===== src/rtl/irqc_pkg.sv =====
package irqc_pkg;

    localparam int CW    = 8;
    localparam int SRC_N = 4;
    localparam int SRC_W = $clog2(SRC_N);

    typedef enum logic [1:0] {
        DIR_HALT_A = 2'b00,
        DIR_UP     = 2'b01,
        DIR_DOWN   = 2'b10,
        DIR_HALT_B = 2'b11
    } dir_e;

    typedef enum logic [2:0] {
        REG_IRQ_OFF = 3'd0,
        REG_MODE    = 3'd1,
        REG_SPARE   = 3'd2,
        REG_IRQ_ON  = 3'd3,
        REG_PRE_LD  = 3'd4,
        REG_CNT_LD  = 3'd5,
        REG_KEY     = 3'd6,
        REG_SIZE    = 3'd7
    } reg_sel_e;

    typedef struct packed {
        dir_e             dir;
        logic             size_en;
        logic [SRC_W-1:0] src;
    } mode_t;

    typedef struct packed {
        mode_t         mode;
        logic [CW-1:0] key;
        logic [CW-1:0] size;
        logic          irq_en;
    } cfg_t;

    typedef struct packed {
        logic          pre_ld;
        logic          cnt_ld;
        logic          irq_off;
        logic [CW-1:0] val;
    } load_t;

    function automatic logic dir_active(input dir_e d);
        return (d == DIR_UP) || (d == DIR_DOWN);
    endfunction

    function automatic mode_t decode_mode(input logic [CW-1:0] b);
        mode_t m;
        m.dir     = dir_e'(b[7:6]);
        m.size_en = b[3];
        m.src     = b[SRC_W-1:0];
        return m;
    endfunction

endpackage


===== src/rtl/irqc_regs.sv =====
module irqc_regs
    import irqc_pkg::*;
#(
    parameter int              ADDR_W   = 16,
    parameter logic [ADDR_W-1:0] WIN_BASE = 16'hC000,
    parameter logic [ADDR_W-1:0] WIN_MASK = 16'hF000
) (
    input  logic              clk,
    input  logic              rst,
    input  logic              wr_en,
    input  logic [ADDR_W-1:0] wr_addr,
    input  logic [CW-1:0]     wr_data,
    output cfg_t              cfg,
    output load_t             ld
);

    logic     hit;
    reg_sel_e sel;

    assign hit = wr_en && ((wr_addr & WIN_MASK) == WIN_BASE);
    assign sel = reg_sel_e'(wr_addr[2:0]);

    always_comb begin
        ld.pre_ld  = hit && (sel == REG_PRE_LD);
        ld.cnt_ld  = hit && (sel == REG_CNT_LD);
        ld.irq_off = hit && (sel == REG_IRQ_OFF);
        ld.val     = wr_data ^ cfg.key;
    end

    always_ff @(posedge clk) begin
        if (rst) begin
            cfg <= '0;
        end else if (hit) begin
            case (sel)
                REG_IRQ_OFF: cfg.irq_en <= 1'b0;
                REG_IRQ_ON:  cfg.irq_en <= 1'b1;
                REG_MODE:    cfg.mode   <= decode_mode(wr_data);
                REG_KEY:     cfg.key    <= wr_data;
                REG_SIZE:    cfg.size   <= wr_data;
                default:     ;
            endcase
        end
    end

    AST_KEY_HELD: assert property (@(posedge clk) disable iff (rst)
        !(hit && sel == REG_KEY) |=> $stable(cfg.key));

    AST_OUTSIDE_NO_CHANGE: assert property (@(posedge clk) disable iff (rst)
        !hit |=> $stable(cfg));

endmodule


===== src/rtl/irqc_prescaler.sv =====
module irqc_prescaler
    import irqc_pkg::*;
#(
    parameter int EXT_W = 12
) (
    input  logic          clk,
    input  logic          rst,
    input  logic          tick,
    input  dir_e          dir,
    input  logic          wide,
    input  logic          ld,
    input  logic [CW-1:0] ld_val,
    output logic          carry
);

    localparam int HI_W = EXT_W - CW;

    logic [EXT_W-1:0] pre;
    logic             step;
    logic             up;
    logic [CW-1:0]    lo_next;
    logic             narrow_edge;
    logic             wide_edge;

    assign step = tick && dir_active(dir) && !ld;
    assign up   = (dir == DIR_UP);

    assign lo_next     = up ? pre[CW-1:0] + 1'b1 : pre[CW-1:0] - 1'b1;
    assign narrow_edge = up ? (pre[CW-1:0] == '1) : (pre[CW-1:0] == '0);
    assign wide_edge   = up ? (pre == '1) : (pre == '0);

    assign carry = step && (wide ? wide_edge : narrow_edge);

    always_ff @(posedge clk) begin
        if (rst) begin
            pre <= '0;
        end else if (ld) begin
            pre <= {{HI_W{1'b0}}, ld_val};
        end else if (step) begin
            if (wide) pre <= up ? pre + 1'b1 : pre - 1'b1;
            else      pre <= {{HI_W{1'b0}}, lo_next};
        end
    end

    AST_LOAD_CLEARS_HIGH: assert property (@(posedge clk) disable iff (rst)
        ld |=> (pre[EXT_W-1:CW] == '0));

    AST_NARROW_HIGH_ZERO: assert property (@(posedge clk) disable iff (rst)
        (step && !wide) |=> (pre[EXT_W-1:CW] == '0));

    AST_IDLE_PRE_STABLE: assert property (@(posedge clk) disable iff (rst)
        (!tick && !ld) |=> $stable(pre));

endmodule


===== src/rtl/irqc_counter.sv =====
module irqc_counter
    import irqc_pkg::*;
(
    input  logic          clk,
    input  logic          rst,
    input  logic          step,
    input  dir_e          dir,
    input  logic          ld,
    input  logic [CW-1:0] ld_val,
    output logic [CW-1:0] cnt,
    output logic          wrap
);

    logic up;
    logic adv;

    assign up   = (dir == DIR_UP);
    assign adv  = step && dir_active(dir) && !ld;
    assign wrap = adv && (up ? (cnt == '1) : (cnt == '0));

    always_ff @(posedge clk) begin
        if (rst)       cnt <= '0;
        else if (ld)   cnt <= ld_val;
        else if (adv)  cnt <= up ? cnt + 1'b1 : cnt - 1'b1;
    end

    AST_LOAD_TAKES: assert property (@(posedge clk) disable iff (rst)
        ld |=> (cnt == $past(ld_val)));

    AST_UP_STEP: assert property (@(posedge clk) disable iff (rst)
        (step && !ld && dir == DIR_UP) |=> (cnt == CW'($past(cnt) + 1'b1)));

    AST_DOWN_STEP: assert property (@(posedge clk) disable iff (rst)
        (step && !ld && dir == DIR_DOWN) |=> (cnt == CW'($past(cnt) - 1'b1)));

    AST_HALT_STABLE: assert property (@(posedge clk) disable iff (rst)
        (!ld && !dir_active(dir)) |=> $stable(cnt));

endmodule


===== src/rtl/irqc_top.sv =====
module irqc_top
    import irqc_pkg::*;
#(
    parameter int                ADDR_W   = 16,
    parameter logic [ADDR_W-1:0] WIN_BASE = 16'hC000,
    parameter logic [ADDR_W-1:0] WIN_MASK = 16'hF000,
    parameter int                EXT_W    = 12
) (
    input  logic              clk,
    input  logic              rst,
    input  logic              wr_en,
    input  logic [ADDR_W-1:0] wr_addr,
    input  logic [CW-1:0]     wr_data,
    input  logic [SRC_N-1:0]  evt_in,
    output logic              irq,
    output logic [CW-1:0]     count_val
);

    cfg_t  cfg;
    load_t ld;
    logic  tick;
    logic  wide;
    logic  carry;
    logic  wrap;

    irqc_regs #(
        .ADDR_W  (ADDR_W),
        .WIN_BASE(WIN_BASE),
        .WIN_MASK(WIN_MASK)
    ) u_regs (
        .clk    (clk),
        .rst    (rst),
        .wr_en  (wr_en),
        .wr_addr(wr_addr),
        .wr_data(wr_data),
        .cfg    (cfg),
        .ld     (ld)
    );

    assign tick = evt_in[cfg.mode.src];
    assign wide = cfg.mode.size_en && (cfg.size == '1);

    irqc_prescaler #(.EXT_W(EXT_W)) u_pre (
        .clk   (clk),
        .rst   (rst),
        .tick  (tick),
        .dir   (cfg.mode.dir),
        .wide  (wide),
        .ld    (ld.pre_ld),
        .ld_val(ld.val),
        .carry (carry)
    );

    irqc_counter u_cnt (
        .clk   (clk),
        .rst   (rst),
        .step  (carry),
        .dir   (cfg.mode.dir),
        .ld    (ld.cnt_ld),
        .ld_val(ld.val),
        .cnt   (count_val),
        .wrap  (wrap)
    );

    always_ff @(posedge clk) begin
        if (rst)                      irq <= 1'b0;
        else if (ld.irq_off)          irq <= 1'b0;
        else if (wrap && cfg.irq_en)  irq <= 1'b1;
    end

    AST_IRQ_HELD: assert property (@(posedge clk) disable iff (rst)
        (irq && !ld.irq_off) |=> irq);

    AST_IRQ_DROP: assert property (@(posedge clk) disable iff (rst)
        ld.irq_off |=> !irq);

    AST_IRQ_NEEDS_EN: assert property (@(posedge clk) disable iff (rst)
        $rose(irq) |-> $past(cfg.irq_en));

    AST_CARRY_NEEDS_EVENT: assert property (@(posedge clk) disable iff (rst)
        carry |-> $past(count_val) == $past(count_val) && tick);

endmodule


===== config.mk =====
export PLATFORM = sky130hd
export DESIGN_NAME = irqc_top
export DESIGN_NICKNAME = d
export VERILOG_FILES = /design/src/rtl/irqc_pkg.sv /design/src/rtl/irqc_regs.sv /design/src/rtl/irqc_prescaler.sv /design/src/rtl/irqc_counter.sv /design/src/rtl/irqc_top.sv
export SDC_FILE = /design/constraint.sdc
export NUM_CORES = 1
export LEC_CHECK = 0
export ABC_AREA = 1
export BUFFER_PORTS_ARGS = -buffer_cell sky130_fd_sc_hd__buf_2
export CAP_MARGIN = 40
export CORE_MARGIN = 1
export CORE_UTILIZATION = 50
export DETAILED_ROUTE_END_ITERATION = 10
export PLACE_DENSITY_LB_ADDON = 0.08
export SLEW_MARGIN = 0
export SYNTH_ARGS = -nofsm -noshare
export SYNTH_HDL_FRONTEND = slang
export SYNTH_SLANG_ARGS = --single-unit
export TNS_END_PERCENT = 5

===== constraint.sdc =====
create_clock -name clk -period 3 [get_ports clk]
set_clock_uncertainty 0.05 [all_clocks]
set_input_delay 0.45 -clock clk [delete_from_list [all_inputs] [get_ports clk]]
set_output_delay 0.45 -clock clk [all_outputs]
set_load 0.01 [all_outputs]

## Word level (Yosys, flattened, before mapping)

Index checks and enable logic that the tools add are counted.

| word-level totals | value |
|---|---|
| word-level logic and storage cells | 74 |
| bits of input ports | 31 |
| register bits | 43 |
| output and inout port bits | 9 |

| operators by class | value |
|---|---|
| order comparisons | 1 |
| add/subtract/negate cells | 6 |
| equal/unequal tests | 13 |
| bitwise gates (word level) | 1 |
| reduce and logical (&&, ||, !) cells | 28 |
| multiplexer cells | 15 |

Operators with widths:

| operator | number |
|---|---|
| 8-bit 2-to-1 mux | 6 |
| 8-bit == test, second input constant | 3 |
| 12-bit 2-to-1 mux | 2 |
| 8-bit by 1-bit adder with 8-bit output, second input constant | 2 |
| 8-bit logical NOT | 2 |
| 8-bit by 1-bit subtractor with 8-bit output, second input constant | 2 |
| 12-bit by 1-bit adder with 12-bit output, second input constant | 1 |
| 12-bit == test, second input constant | 1 |
| 3-bit == test, second input constant | 4 |
| 1-bit logical AND | 12 |
| 12-bit logical NOT | 1 |
| 12-bit by 1-bit subtractor with 12-bit output, second input constant | 1 |
| 2-bit AND reduction | 4 |
| 8-bit bitwise XOR | 1 |
| 2-bit nonzero test | 3 |
| 1-bit 2-to-1 mux | 5 |
| 4-bit == test, second input constant | 1 |
| 2-bit OR reduction | 2 |
| 3-bit by 1-bit == test with 1-bit output, second input constant | 1 |
| 3-bit by 2-bit == test with 1-bit output, second input constant | 1 |
| 3-bit logical NOT | 1 |
| 2-bit by 3-bit < comparator with 1-bit output, second input constant | 1 |
| 1-bit binary-select mux with 2-bit select | 1 |
| 2-bit by 1-bit == test with 1-bit output, second input constant | 1 |
| other kinds (4) | 5 |

## Longest topological paths before layout

| depth | value |
|---|---|
| depth in word-level cells | 10 |
| gate-level depth with buffers | 15 |
| depth with buffers taken out | 15 |

## Cells and area by module

A second synthesis with hierarchy kept.

| second synthesis, totals | value |
|---|---|
| cell total of the unflattened synthesis | 505 |
| area, all modules | 3295.7 um2 |

By module, submodules not included:

| module | cells each | area each (um2) | instances | sequential area each (um2) |
|---|---|---|---|---|
| irqc_prescaler | 205 | 1263.7 | 1 | 240.2 |
| irqc_regs | 156 | 1111.1 | 1 | 440.4 |
| irqc_counter | 118 | 799.5 | 1 | 160.2 |
| irqc_top | 26 | 121.4 | 1 | 20.0 |

## Worst setup path after synthesis

No wires, ideal clock.

| path | value |
|---|---|
| path kind | reg-to-reg |
| from | reg u_regs.cfg[21] (netlist name) |
| to | reg u_cnt.cnt[7] |
| data arrival time | 1980 ps |
| clock period less this slack | 2143 ps |
| slack | 857 ps |
| buffers on the path | 0 |
| required time | 2837 ps |
| library setup time | 113 ps |
| cell stages (with the launch flop) | 12 |
| cell sequence | dfxtp_1 -> inv_1 -> ha_1 -> inv_1 -> ha_1 -> a21oi_1 -> o21a_1 -> nand3_1 -> nand3_1 -> nand2_1 -> nor2_1 -> nor2_1 |

| between the ends | value |
|---|---|
| word-level cells in the longest chain between the ends | 8 |
| elaborated cells between the ends (all ways) | 15 |
| classes of those cells | eq/ne (2); mux (6); reduce/logical (7) |

RTL lines:

| item | line | text |
|---|---|---|
| 2-bit by 1-bit == test with 1-bit output or 2-bit == test (tied branches) | irqc_pkg.sv:46, irqc_prescaler.sv:26, irqc_counter.sv:17 |  |
| 1-bit logical OR | irqc_pkg.sv:46 | `return (d == DIR_UP) \|\| (d == DIR_DOWN);` |
| 1-bit logical AND (2 in series) | irqc_prescaler.sv:25 | `assign step = tick && dir_active(dir) && !ld;` |
| 1-bit logical AND | irqc_prescaler.sv:32 | `assign carry = step && (wide ? wide_edge : narrow_edge);` |
| 1-bit logical AND (2 in series) | irqc_counter.sv:18 | `assign adv = step && dir_active(dir) && !ld;` |
| 2-bit nonzero test (no line) | - |  |
| end signal, assigned | irqc_counter.sv:23 | `else if (ld) cnt <= ld_val;` |
| end signal, assigned | irqc_counter.sv:24 | `else if (adv) cnt <= up ? cnt + 1'b1 : cnt - 1'b1;` |
| end, declared | irqc_counter.sv:10 | `output logic [CW-1:0] cnt,` |

Several ways; a longest one is shown, not always the timed one. The select of a mux whose other input is x is not followed.
A chain may end at the register's enable or synchronous reset.

## Worst setup path in the final report

| path | value |
|---|---|
| from | reg u_regs.cfg[21] (netlist name) |
| to | reg u_cnt.cnt[4] |

| between the ends | value |
|---|---|
| word-level cells in the longest chain between the ends | 8 |
| elaborated cells between the ends (all ways) | 15 |
| classes of those cells | eq/ne (2); mux (6); reduce/logical (7) |

RTL lines:

| item | line |
|---|---|
| 2-bit by 1-bit == test with 1-bit output or 2-bit == test (tied branches) | irqc_pkg.sv:46, irqc_prescaler.sv:26, irqc_counter.sv:17 |
| 1-bit logical OR | irqc_pkg.sv:46 |
| 1-bit logical AND (2 in series) | irqc_prescaler.sv:25 |
| 1-bit logical AND | irqc_prescaler.sv:32 |
| 1-bit logical AND (2 in series) | irqc_counter.sv:18 |
| 2-bit nonzero test (no line) | - |

Several ways; a longest one is shown, not always the timed one. The select of a mux whose other input is x is not followed.

==> metrics.csv <==
metric;value;unit
share of the synthesized area in the top cell type;0.2949;
diode count;0;
DIE HEIGHT;78.41;um
Sink Count;43;
status;finished clean;
Final Slew Violations;0;
FP Rows;27;
worst-path fanout max;14;
Yosys cell types;33;
simple-gate share of the synthesized area;0.3343;
Post-Syn Instances;443;
P_int;0.0008639;W
Max Cap Violations;0;
chip width;78.41;um
total power;0.001157;W
pin count of the biggest net entering global routing;31;
die area;6147;um^2
switching pwr;0.0002932;W
global placer's final weighted congestion;0.8972;
Final Hold Viols;0;
Worst Setup End Kind;register;
critical path class;register to register;
Slew HR;0.4975;
post-synthesis compound-gate area fraction;0.1573;
1st-iter DRT viols;148;
hold_buf cts;0;
synthesized area;2919;um^2
initial antenna violation count;0;
Power Density;354.9;nW/um^2
RSZ-0062 raised after global routing;false;
synth warn;0;
Comb pwr share;0.091;
Final Setup Violations;0;
# IOs;40;
worst hold path class;input port to register;
Required @ worst endpoint;3.19;ns
all-layer global routing usage;0.2362;
clock network power share;0.410;
crit path launch type;register;
post-route ant nets;0;
Final period util;0.8130;
FF+latch count, synth;43;
post-synthesis adder-cell area fraction;0.08658;
synthesis-to-finish area growth;11.70;%
Setup Fix Bufs, Post-CTS;0;
Fillers;578;
WL per Instance;12.35;um
worst vdd ir;202.0;uV
Post-Layout Cell Count;549;
Congestion Overflow GR;0;
area leader, netlist;dfxtp_1;
drt first pass iters;5;
Net Sw Frac;0.2534;
Area contributors post-synth;dfxtp_1 (29%), nand2_1 (14%), a21oi_1 (7.4%), ha_1 (7.3%), nor2_1 (7.1%);
first-pass GRT wire length;11540;um
TritonCTS buffer count;5;
fmax;410.0;MHz
port buffer count;30;
Mean Syn Cell Area;6.589;um^2
core area;5574;um^2
final WL;6779;um
Placed Instances;541;
Final nets;526;
register share of total power;0.498;
reg2reg setup slack;0.56;ns
Root Driver;clkbuf_8;
syn_nets;493;
clock transition at the registers of the reported paths;0.09;ns
Setup TNS Final;0;ns
crit path time final;2.439;ns
Clock Latency Late Sink;0.30;ns
Initial Util;0.5237;
vias in the first global route;2521;
Post-CTS Resized;0;
htree depth;2;
DRC violations left;0;
Via Count;2868;
fraction of layout cells with a size suffix above 1;0.1111;
post-synthesis xor/xnor area fraction;0.04501;
CTS max path bufs;2;
register area share after synthesis;0.2949;
CTS tree;built;
mux contribution to synthesized area;0;
Via density;5.224;
Worst-Margin Slew;0.7529;ns
Leak;1.561;nW
Crit path arrival time;2.63;ns
largest family of logic cells by synthesized area;simple AND/OR/NAND/NOR gates;
placed wire-length estimate;5276;um
-- Yosys cell counts (all sizes together) --
cell,number
nand2,111
nor2,56
inv,55
a21oi,44
dfxtp,43
o21ai,34
nand3,31
ha,17
nand4,12
xor2,12
a31oi,4
clkbuf,4
nor3,4
xnor2,3
buf,2
fa,2
nand3b,2
o221ai,2
a21o,1
and2,1
o21a,1
o21bai,1
or2,1
-- power by group through the flow --
| stage | combinational [W] | clock, W | sequential (W) |
|---|---|---|---|
| 2_1_floorplan | 0.0000668 | 0 | 0.000590 |
| 6_report | 0.000106 | 0.000475 | 0.000577 |
| 5_1_grt | 0.000120 | 0.000505 | 0.000578 |
| 4_1_cts | 0.000106 | 0.000483 | 0.000577 |
| 3_3_place_gp | 0.000104 | 0 | 0.000590 |
| 3_5_place_dp | 0.000105 | 0 | 0.000590 |
-- final timing paths --
kind | from | end | cells after the start
hold reg to reg | u_regs.cfg[2] | u_regs.cfg[2] | 2
setup / recovery | u_regs.cfg[21] | u_cnt.cnt[4] | 13
hold / removal | wr_data[5] | u_regs.cfg[14] | 3
setup reg to reg | u_regs.cfg[21] | u_cnt.cnt[4] | 13
-- flip-flops by register name, summed over array words and instances, names as in the netlist --
name        flops
u_cnt.cnt       8
u_pre.pre      12
u_regs.cfg     22
irq             1
-- layout by cell type, fill, tap and decap left out, drive strengths merged, types with 2 or more instances in the layout --
master	n
xnor2	3
nand2	111
o21ai	34
clkbuf	5
nor2	56
dfxtp	43
nand3	31
a21oi	44
a31oi	4
xor2	12
fa	2
o221ai	2
inv	56
nor3	4
nand3b	2
nand4	12
ha	17
buf	32
-- per-layer routing --
metal	track usage	vias to the layer above	routed length [um]
met1	0.3372	1286	3537
li1	-	1523	-
met3	0.03140	6	237
met5	0	-	0
met4	0.04444	0	53
met2	0.3807	53	2950
-- cell families (layout without fill, tap and decap cells) --
logic type	after synthesis	after routing
flops	43	43
buf+inv	61	95
xor+xnor	15	15
simple gates	218	218
fa+ha+maj	19	19
compound gates	87	87
-- worst max-delay path, cell delays in order, from the launching register on --
cell	delay, ns
dfxtp_1	0.32
inv_1	0.05
ha_1	0.19
inv_1	0.39
buf_4	0.26
ha_1	0.30
nand2_1	0.11
nand3_1	0.10
xnor2_1	0.15
o21ai_0	0.19
inv_1	0.06
nand2_1	0.07
nand2_1	0.04
nor2_1	0.10
-- area by class of cell --
class	count	area [um^2]	share of cell area
clock buffer	5	68.82	0.02111
multi-input combinational	339	1819	0.5579
clock inverter	3	47.55	0.01458
sequential	43	860.8	0.2640
timing repair buffer	32	165.2	0.05065
tap	72	90.09	0.02763
inverter	55	209.0	0.06408
-- metrics by stage --
stage / hold slack [ns] / area [um^2] / setup WS (ns) / utilization
detailed placement: 0.3869 / 3144 / 0.5965 / 0.5641
global route: 0.3684 / 3261 / 0.3297 / 0.5850
floorplan: 0.3737 / 2919 / 0.8572 / -
global placement: 0.3822 / 3144 / 0.6369 / 0.5641
finish: 0.3540 / 3261 / 0.5611 / 0.5850
CTS: 0.3505 / 3261 / 0.5583 / 0.5850
No activity file was read; power rests on OpenSTA's default activity.
